**src/rtl/thermal_alarm_pkg.sv**
```systemverilog
package thermal_alarm_pkg;
  localparam int OFF_CTRL   = 'h00;
  localparam int OFF_ROUTE  = 'h04;
  localparam int OFF_PEND   = 'h08;
  localparam int OFF_PSLOW  = 'h10;
  localparam int OFF_PFAST  = 'h14;
  localparam int OFF_DBINT  = 'h18;
  localparam int OFF_DBSHUT = 'h1C;
  localparam int OFF_DATA   = 'h20;
  localparam int OFF_THR    = 'h40;

  typedef enum logic {SEQ_IDLE, SEQ_BUSY} seq_e;
endpackage

```
**src/rtl/thermal_tick.sv**
```systemverilog
module thermal_tick #(
  parameter int TICK_DIV = 100000,
  parameter int PER_W    = 16
) (
  input  logic             clk_i,
  input  logic             rst_ni,
  input  logic             run_i,
  input  logic             restart_i,
  input  logic [PER_W-1:0] period_i,
  output logic             due_o
);
  localparam int PRE_W = (TICK_DIV > 1) ? $clog2(TICK_DIV) : 1;

  logic [PRE_W-1:0] pre_q;
  logic [PER_W-1:0] elapsed_q;
  logic             tick;

  assign tick  = (pre_q == PRE_W'(TICK_DIV - 1));
  assign due_o = run_i && (elapsed_q >= period_i);

  always_ff @(posedge clk_i or negedge rst_ni) begin
    if (!rst_ni) begin
      pre_q     <= '0;
      elapsed_q <= '0;
    end else begin
      if (!run_i || tick) pre_q <= '0;
      else                pre_q <= pre_q + 1'b1;
      if (!run_i || restart_i)   elapsed_q <= '0;
      else if (tick && !due_o)   elapsed_q <= elapsed_q + 1'b1;
    end
  end
endmodule

```
**src/rtl/thermal_chan.sv**
```systemverilog
module thermal_chan #(
  parameter int DATA_W = 12,
  parameter int DEB_W  = 8
) (
  input  logic              clk_i,
  input  logic              rst_ni,
  input  logic              sample_i,
  input  logic              inc_mode_i,
  input  logic              cmp_en_i,
  input  logic [DATA_W-1:0] code_i,
  input  logic [DATA_W-1:0] thr_i,
  input  logic [DEB_W-1:0]  deb_int_i,
  input  logic [DEB_W-1:0]  deb_shut_i,
  output logic              hot_o,
  output logic              int_evt_o,
  output logic              shut_evt_o
);
  logic             hot_now;
  logic [DEB_W-1:0] int_cnt_q, shut_cnt_q, int_nxt, shut_nxt;

  assign hot_now  = cmp_en_i && (inc_mode_i ? (code_i > thr_i) : (code_i < thr_i));
  assign int_nxt  = (&int_cnt_q)  ? int_cnt_q  : int_cnt_q + 1'b1;
  assign shut_nxt = (&shut_cnt_q) ? shut_cnt_q : shut_cnt_q + 1'b1;

  assign int_evt_o  = sample_i && hot_now && (int_nxt >= deb_int_i);
  assign shut_evt_o = sample_i && hot_now && (shut_nxt >= deb_shut_i);

  always_ff @(posedge clk_i or negedge rst_ni) begin
    if (!rst_ni) begin
      int_cnt_q  <= '0;
      shut_cnt_q <= '0;
      hot_o      <= 1'b0;
    end else if (sample_i) begin
      hot_o <= hot_now;
      if (hot_now) begin
        int_cnt_q  <= int_nxt;
        shut_cnt_q <= shut_nxt;
      end else begin
        int_cnt_q  <= '0;
        shut_cnt_q <= '0;
      end
    end
  end
endmodule

```
**src/rtl/thermal_alarm_ctrl.sv**
```systemverilog
module thermal_alarm_ctrl
  import thermal_alarm_pkg::*;
#(
  parameter int NUM_CH   = 2,
  parameter int ADC_W    = 12,
  parameter int DATA_W   = 12,
  parameter int PER_W    = 16,
  parameter int DEB_W    = 8,
  parameter int AW       = 8,
  parameter int TICK_DIV = 100000,
  parameter int Q_REF    = 1024,
  parameter int SLOW_DEF = 250,
  parameter int FAST_DEF = 50,
  parameter int DEB_DEF  = 4,
  localparam int CH_W    = (NUM_CH > 1) ? $clog2(NUM_CH) : 1,
  localparam int RW      = PER_W
) (
  input  logic              clk_i,
  input  logic              rst_ni,
  input  logic              inc_mode_i,
  input  logic              reg_we_i,
  input  logic [AW-1:0]     reg_addr_i,
  input  logic [RW-1:0]     reg_wdata_i,
  output logic [RW-1:0]     reg_rdata_o,
  output logic              adc_req_o,
  output logic [CH_W-1:0]   adc_ch_o,
  input  logic              adc_valid_i,
  input  logic [ADC_W-1:0]  adc_code_i,
  output logic              irq_o,
  output logic              shut_gpio_o,
  output logic              shut_rst_o
);
  logic              auto_en, q_sel, pol;
  logic [NUM_CH-1:0] cmp_en, int_en, gpio_en, rst_en, pending, shut_lat;
  logic [NUM_CH-1:0] hot, int_evt, shut_evt, sample;
  logic [PER_W-1:0]  per_slow, per_fast;
  logic [DEB_W-1:0]  deb_int, deb_shut;
  logic [DATA_W-1:0] data_q [NUM_CH];
  logic [DATA_W-1:0] thr_q  [NUM_CH];
  logic [DATA_W-1:0] code_m, code_p;
  seq_e              state_q;
  logic [CH_W-1:0]   ch_q;
  logic              take, last, sweep_done, due;

  // register write decode
  logic wr_ctrl, wr_route, wr_pend, wr_pslow, wr_pfast, wr_dbint, wr_dbshut;
  assign wr_ctrl   = reg_we_i && (reg_addr_i == AW'(OFF_CTRL));
  assign wr_route  = reg_we_i && (reg_addr_i == AW'(OFF_ROUTE));
  assign wr_pend   = reg_we_i && (reg_addr_i == AW'(OFF_PEND));
  assign wr_pslow  = reg_we_i && (reg_addr_i == AW'(OFF_PSLOW));
  assign wr_pfast  = reg_we_i && (reg_addr_i == AW'(OFF_PFAST));
  assign wr_dbint  = reg_we_i && (reg_addr_i == AW'(OFF_DBINT));
  assign wr_dbshut = reg_we_i && (reg_addr_i == AW'(OFF_DBSHUT));

  always_ff @(posedge clk_i or negedge rst_ni) begin
    if (!rst_ni) begin
      auto_en  <= 1'b0;
      q_sel    <= 1'b0;
      pol      <= 1'b0;
      cmp_en   <= '0;
      int_en   <= '0;
      gpio_en  <= '0;
      rst_en   <= '0;
      per_slow <= PER_W'(SLOW_DEF);
      per_fast <= PER_W'(FAST_DEF);
      deb_int  <= DEB_W'(DEB_DEF);
      deb_shut <= DEB_W'(DEB_DEF);
    end else begin
      if (wr_ctrl) begin
        auto_en <= reg_wdata_i[0];
        q_sel   <= reg_wdata_i[1];
        cmp_en  <= reg_wdata_i[4 +: NUM_CH];
        pol     <= reg_wdata_i[8];
      end
      if (wr_route) begin
        int_en  <= reg_wdata_i[0 +: NUM_CH];
        gpio_en <= reg_wdata_i[4 +: NUM_CH];
        rst_en  <= reg_wdata_i[8 +: NUM_CH];
      end
      if (wr_pslow)  per_slow <= reg_wdata_i[PER_W-1:0];
      if (wr_pfast)  per_fast <= reg_wdata_i[PER_W-1:0];
      if (wr_dbint)  deb_int  <= reg_wdata_i[DEB_W-1:0];
      if (wr_dbshut) deb_shut <= reg_wdata_i[DEB_W-1:0];
    end
  end

  // sample sequencer
  assign take       = (state_q == SEQ_BUSY) && adc_valid_i;
  assign last       = (ch_q == CH_W'(NUM_CH - 1));
  assign sweep_done = take && last;
  assign adc_req_o  = (state_q == SEQ_BUSY);
  assign adc_ch_o   = ch_q;

  always_ff @(posedge clk_i or negedge rst_ni) begin
    if (!rst_ni) begin
      state_q <= SEQ_IDLE;
      ch_q    <= '0;
    end else if (!auto_en) begin
      state_q <= SEQ_IDLE;
      ch_q    <= '0;
    end else if (state_q == SEQ_IDLE) begin
      if (due) begin
        state_q <= SEQ_BUSY;
        ch_q    <= '0;
      end
    end else if (take) begin
      if (last) state_q <= SEQ_IDLE;
      else      ch_q    <= ch_q + 1'b1;
    end
  end

  thermal_tick #(.TICK_DIV(TICK_DIV), .PER_W(PER_W)) u_tick (
    .clk_i     (clk_i),
    .rst_ni    (rst_ni),
    .run_i     (auto_en),
    .restart_i (sweep_done),
    .period_i  ((|hot) ? per_fast : per_slow),
    .due_o     (due)
  );

  assign code_m = adc_code_i[DATA_W-1:0];
  assign code_p = q_sel ? (DATA_W'(Q_REF) - code_m) : code_m;

  for (genvar n = 0; n < NUM_CH; n++) begin : g_ch
    assign sample[n] = take && (ch_q == CH_W'(n));
    thermal_chan #(.DATA_W(DATA_W), .DEB_W(DEB_W)) u_chan (
      .clk_i      (clk_i),
      .rst_ni     (rst_ni),
      .sample_i   (sample[n]),
      .inc_mode_i (inc_mode_i),
      .cmp_en_i   (cmp_en[n]),
      .code_i     (code_p),
      .thr_i      (thr_q[n]),
      .deb_int_i  (deb_int),
      .deb_shut_i (deb_shut),
      .hot_o      (hot[n]),
      .int_evt_o  (int_evt[n]),
      .shut_evt_o (shut_evt[n])
    );
  end

  always_ff @(posedge clk_i or negedge rst_ni) begin
    if (!rst_ni) begin
      pending  <= '0;
      shut_lat <= '0;
      for (int n = 0; n < NUM_CH; n++) begin
        data_q[n] <= '0;
        thr_q[n]  <= '0;
      end
    end else begin
      for (int n = 0; n < NUM_CH; n++) begin
        if (int_evt[n] && int_en[n])       pending[n] <= 1'b1;
        else if (wr_pend && reg_wdata_i[n]) pending[n] <= 1'b0;
        if (shut_evt[n]) shut_lat[n] <= 1'b1;
        if (sample[n])   data_q[n]   <= code_p;
        if (reg_we_i && (reg_addr_i == AW'(OFF_THR + 4 * n)))
          thr_q[n] <= reg_wdata_i[DATA_W-1:0];
      end
    end
  end

  assign irq_o       = |pending;
  assign shut_gpio_o = pol ? (|(shut_lat & gpio_en)) : ~(|(shut_lat & gpio_en));
  assign shut_rst_o  = pol ? (|(shut_lat & rst_en))  : ~(|(shut_lat & rst_en));

  // register read
  always_comb begin
    reg_rdata_o = '0;
    case (reg_addr_i)
      AW'(OFF_CTRL): begin
        reg_rdata_o[0]            = auto_en;
        reg_rdata_o[1]            = q_sel;
        reg_rdata_o[4 +: NUM_CH]  = cmp_en;
        reg_rdata_o[8]            = pol;
      end
      AW'(OFF_ROUTE): begin
        reg_rdata_o[0 +: NUM_CH]  = int_en;
        reg_rdata_o[4 +: NUM_CH]  = gpio_en;
        reg_rdata_o[8 +: NUM_CH]  = rst_en;
      end
      AW'(OFF_PEND):   reg_rdata_o[NUM_CH-1:0] = pending;
      AW'(OFF_PSLOW):  reg_rdata_o[PER_W-1:0]  = per_slow;
      AW'(OFF_PFAST):  reg_rdata_o[PER_W-1:0]  = per_fast;
      AW'(OFF_DBINT):  reg_rdata_o[DEB_W-1:0]  = deb_int;
      AW'(OFF_DBSHUT): reg_rdata_o[DEB_W-1:0]  = deb_shut;
      default: begin
        for (int n = 0; n < NUM_CH; n++) begin
          if (reg_addr_i == AW'(OFF_DATA + 4 * n)) reg_rdata_o[DATA_W-1:0] = data_q[n];
          if (reg_addr_i == AW'(OFF_THR + 4 * n))  reg_rdata_o[DATA_W-1:0] = thr_q[n];
        end
      end
    endcase
  end
endmodule

```
**config.mk**
```make
export PLATFORM = sky130hd
export DESIGN_NAME = thermal_alarm_ctrl
export DESIGN_NICKNAME = d
export VERILOG_FILES = /design/src/rtl/thermal_alarm_pkg.sv /design/src/rtl/thermal_tick.sv /design/src/rtl/thermal_chan.sv /design/src/rtl/thermal_alarm_ctrl.sv
export SDC_FILE = /design/constraint.sdc
export NUM_CORES = 1
export LEC_CHECK = 0
export ABC_AREA = 1
export BUFFER_PORTS_ARGS = -buffer_cell sky130_fd_sc_hd__buf_2
export CAP_MARGIN = 20
export CORE_MARGIN = 3
export CORE_UTILIZATION = 60
export DETAILED_ROUTE_END_ITERATION = 10
export PLACE_DENSITY = 0.89
export SLEW_MARGIN = 20
export SYNTH_ARGS = -nofsm -noshare
export SYNTH_HDL_FRONTEND = slang
export SYNTH_SLANG_ARGS = --single-unit
```
**constraint.sdc**
```tcl
create_clock -name clk_i -period 3 [get_ports clk_i]
set_input_delay 0.6 -clock clk_i [delete_from_list [all_inputs] [get_ports clk_i]]
set_output_delay 0.6 -clock clk_i [all_outputs]
set_load 0.005 [all_outputs]
```
==> flow_summary_export.csv <==
group,metric,value,unit
synth,syn-cell-area,11260,um2
synth,synth_top_cell_by_area,"dfrtp_1",
global_route,grt.total_usage,29.72,%
power,total_power,6.037,mW
placed_design,io_buffer_count,61,
die,core,18210,um2
route,via_per_inst,5.801,
power,p_int,4.122,mW
status,status,"completed",
timing,setup_tns,0,ns
layout,layout_commonest_cell,"nand2_1",
global_route,grt_pass1_wl,48.51,mm
clock_tree,cts_buffers,17,
critical_path,cp_max_fo,8,
job,drv_cap,0,
layout,synthToLayoutAreaGrowth,11.14,%
placed_design,placed_area,11920,um2
power,p_seq_share,44.9,%
layout,drive_above_1_share,12.23,%
timing,timing.hold.ws,0.1190,ns
timing,final_hold_viol_count,0,
synth,ys_seq_area_share,40.14,%
power,pwr-share-comb,17.9,%
die,dieHeight,143.0,um
synth,synth-edff-count,0,
timing,period_minus_slack,2.893,ns
clock_tree,cts.sinks,180,
synth,ys_ff_latch,180,
timing,skew,0.01054,ns
synth,synth.top_cells.by_area,"dfrtp_1 38%, nand2_1 14%, ha_1 8.8%, inv_1 6.7%, o21ai_0 5.7%",
route,post_drt_wl_per_cell,16.43,um
route,drt-total-wl,29.71,mm
critical_path,arrival,2.29,ns
critical_path,slowest_delay,0.38,ns
timing,worst_slew_pin_slew,0.7045,ns
synth,synth-main-ff-cell,"dfrtp_1",
critical_path,critPathLaunch,"reg_addr_i[0]",
layout,layout.nets,1685,
timing,setup_viol,0,
layout,final_area,12510,um2
clock_tree,clock_latency,0.45,ns
global_route,grt_pass1_vias,10080,
placed_design,preCtsSetupSlack,-0.1573,ns
route,dr.pass1.iters,5,
die,dieWidth,143.0,um
synth,synth_cell_types,44,
clock_tree,clk_pin_slew,0.07,ns
timing,fmaxAchievable,0.3457,GHz
layout,mostFrequentLayoutCells,"415 x nand2_1, 201 x inv_1, 168 x dfrtp_1",
timing,min_period_over_period,96.42,%
route,route.detailed.drc,0,
timing,slew_viol_final,0,
critical_path,critPathKind,"input pin to primary output",
power,pwr-share-clk,37.2,%
clock_tree,cts.root.buffer_cell,"clkbuf_16",
clock_tree,clock_path_buffers,2,
global_route,grt_max_degree,69,
power,leakage,6.225,nW
synth,ys_warn_count,0,
synth,avgSynthCellArea,7.549,um2
critical_path,crit_path_top_delay_cell,"and2_1",
power,p_switching,1.915,mW
route,dr_total_vias,10490,
power,swShare,31.72,%
synth,synthCells,1491,
synth,synth_top_area_share,37.57,%
synth,async_reset_ff_share,100.0,%
power,power.density,482.6,nW/um2
critical_path,cp_data_required_time,2.40,ns
die,io_pins,62,
synth,syn_nets,1611,
critical_path,crit_chain,"buf_2 > inv_1 > nand2_1 > nor3_2 > and2_1 > buf_4 > nand2_1 > o211ai_1 > a21oi_1 > nand2_1 > buf_2",
critical_path,rr_startpoint,"q_sel",
placed_design,dp_hpwl,21.66,mm
clock_tree,post_cts_buffers,0,
global_route,antenna_found_initial,1,
critical_path,endpoint_kind,"primary output",
critical_path,cp_common_cell,"nand2_1",
clock_tree,htreeDepth,4,
clock_tree,cts_tree,"yes",
placed_design,place.gp.congestion,0.9747,
die,die_area,20440,um2
die,initial_utilization,61.82,%
critical_path,start_kind,"input pin",
global_route,grt_overflow_total,0,
timing,rsz0062_at_grt,"false",
route,first_iter_violations,877,
min_path,hp-class,"input pin to async pin",
die,rows,49,
route,postRouteAntennaNets,0,
clock_tree,postCtsHoldBufs,0,
timing,maxSlewHeadroom,52.92,%
power,ir_drop,0.4562,mV
timing,setup_ws,0.1075,ns
[repair_timing]
action,CTS,global route
hold endpoints to repair,0,0
gates resized for setup,0,1
setup endpoints to repair,0,20
[cell type report]
class / instances / area (um2)
sequential: 180 / 4519
clock buffer: 18 / 429.2
antenna: 1 / 2.502
multi-input combinational: 1059 / 5727
tap: 229 / 286.5
timing repair buffer: 93 / 589.3
clock inverter: 14 / 152.6
fill: 1407 / 5699
inverter: 214 / 803.3
[synth_stat cells (3+ instances only)]
cell type / number
o21a_1: 5
nor3b_1: 4
and2_1: 3
buf_2: 17
dfstp_2: 11
or2_2: 5
nor3_1: 23
clkbuf_1: 11
dfrtp_1: 169
nand3b_1: 3
inv_2: 13
inv_1: 201
nor2_1: 82
nand2_1: 415
ha_1: 79
buf_6: 4
o21ai_1: 36
nand4_1: 17
a21oi_1: 53
xor2_1: 37
o21ai_0: 129
nand3_1: 83
nor3_2: 7
nand2_2: 16
xnor2_1: 6
o211ai_1: 4
nor2_4: 6
o22ai_1: 28
buf_4: 4
[per-stage QoR]
stage | util [%] | cells
after floorplan | - | 1491
after global placement | 65.48 | 1775
after detailed placement | 65.48 | 1775
after CTS | 68.68 | 1807
after global routing | 68.70 | 1808
final | 68.70 | 1808
[registers in the layout, summed over array words and instances, names as in the netlist]
signal                  cells
adc_ch_o                    1
adc_req_o                   1
auto_en                     1
cmp_en                      2
data_q                     24
deb_int                     8
deb_shut                    8
g_ch.u_chan.hot_o           2
g_ch.u_chan.int_cnt_q      16
g_ch.u_chan.shut_cnt_q     16
gpio_en                     2
int_en                      2
pending                     2
per_fast                   16
per_slow                   16
pol                         1
q_sel                       1
rst_en                      2
shut_lat                    2
thr_q                      24
u_tick.elapsed_q           16
u_tick.pre_q               17
[path summary, 6_finish.rpt]
check	end	slack, ns	cells after the start
max	reg_rdata_o[5]	0.11	11
min	u_tick.pre_q[16]	0.12	1
max reg2reg	g_ch[0].u_chan.int_cnt_q[5]	0.21	11
min reg2reg	u_tick.pre_q[0]	0.47	1
max in group asynchronous	per_slow[7]	2.08	2
min in group clk_i	per_fast[13]	0.40	3
[routing by layer]
metal	part of all wire (%)	track usage (%)	wire length, um
met5	0	0	0
met4	4.7	13.66	1382
met3	8.2	7.837	2447
met2	47	47.48	13930
met1	40	38.02	11950
[logic make-up (layout without fill, tap and decap cells)]
logic type	count (synthesis)	count (layout)	synth area share (%)
buffers and inverters	252	339	9.004
flip-flops	180	180	40.14
XOR/XNOR	43	43	3.346
adder cells (fa/ha/maj)	79	79	8.782
AO/OA/AOI/OAI	264	264	12.56
other	0	1	0
AND/OR/NAND/NOR	673	673	26.17
[critical path, delay by kind of cell]
kind	cells	cell delay, ns
buf+inv	4	0.50
simple gates	5	1.02
compound gates	2	0.17
[power groups by stage]
stage | logic, mW | registers [mW] | clock network (mW)
floorplan | 0.723 | 2.72 | 0
global placement | 0.987 | 2.74 | 0
detailed placement | 1.05 | 2.75 | 0
CTS | 1.08 | 2.71 | 2.25
global route | 1.24 | 2.73 | 2.36
finish | 1.08 | 2.71 | 2.24
No activity file was read; power rests on OpenSTA's default activity.
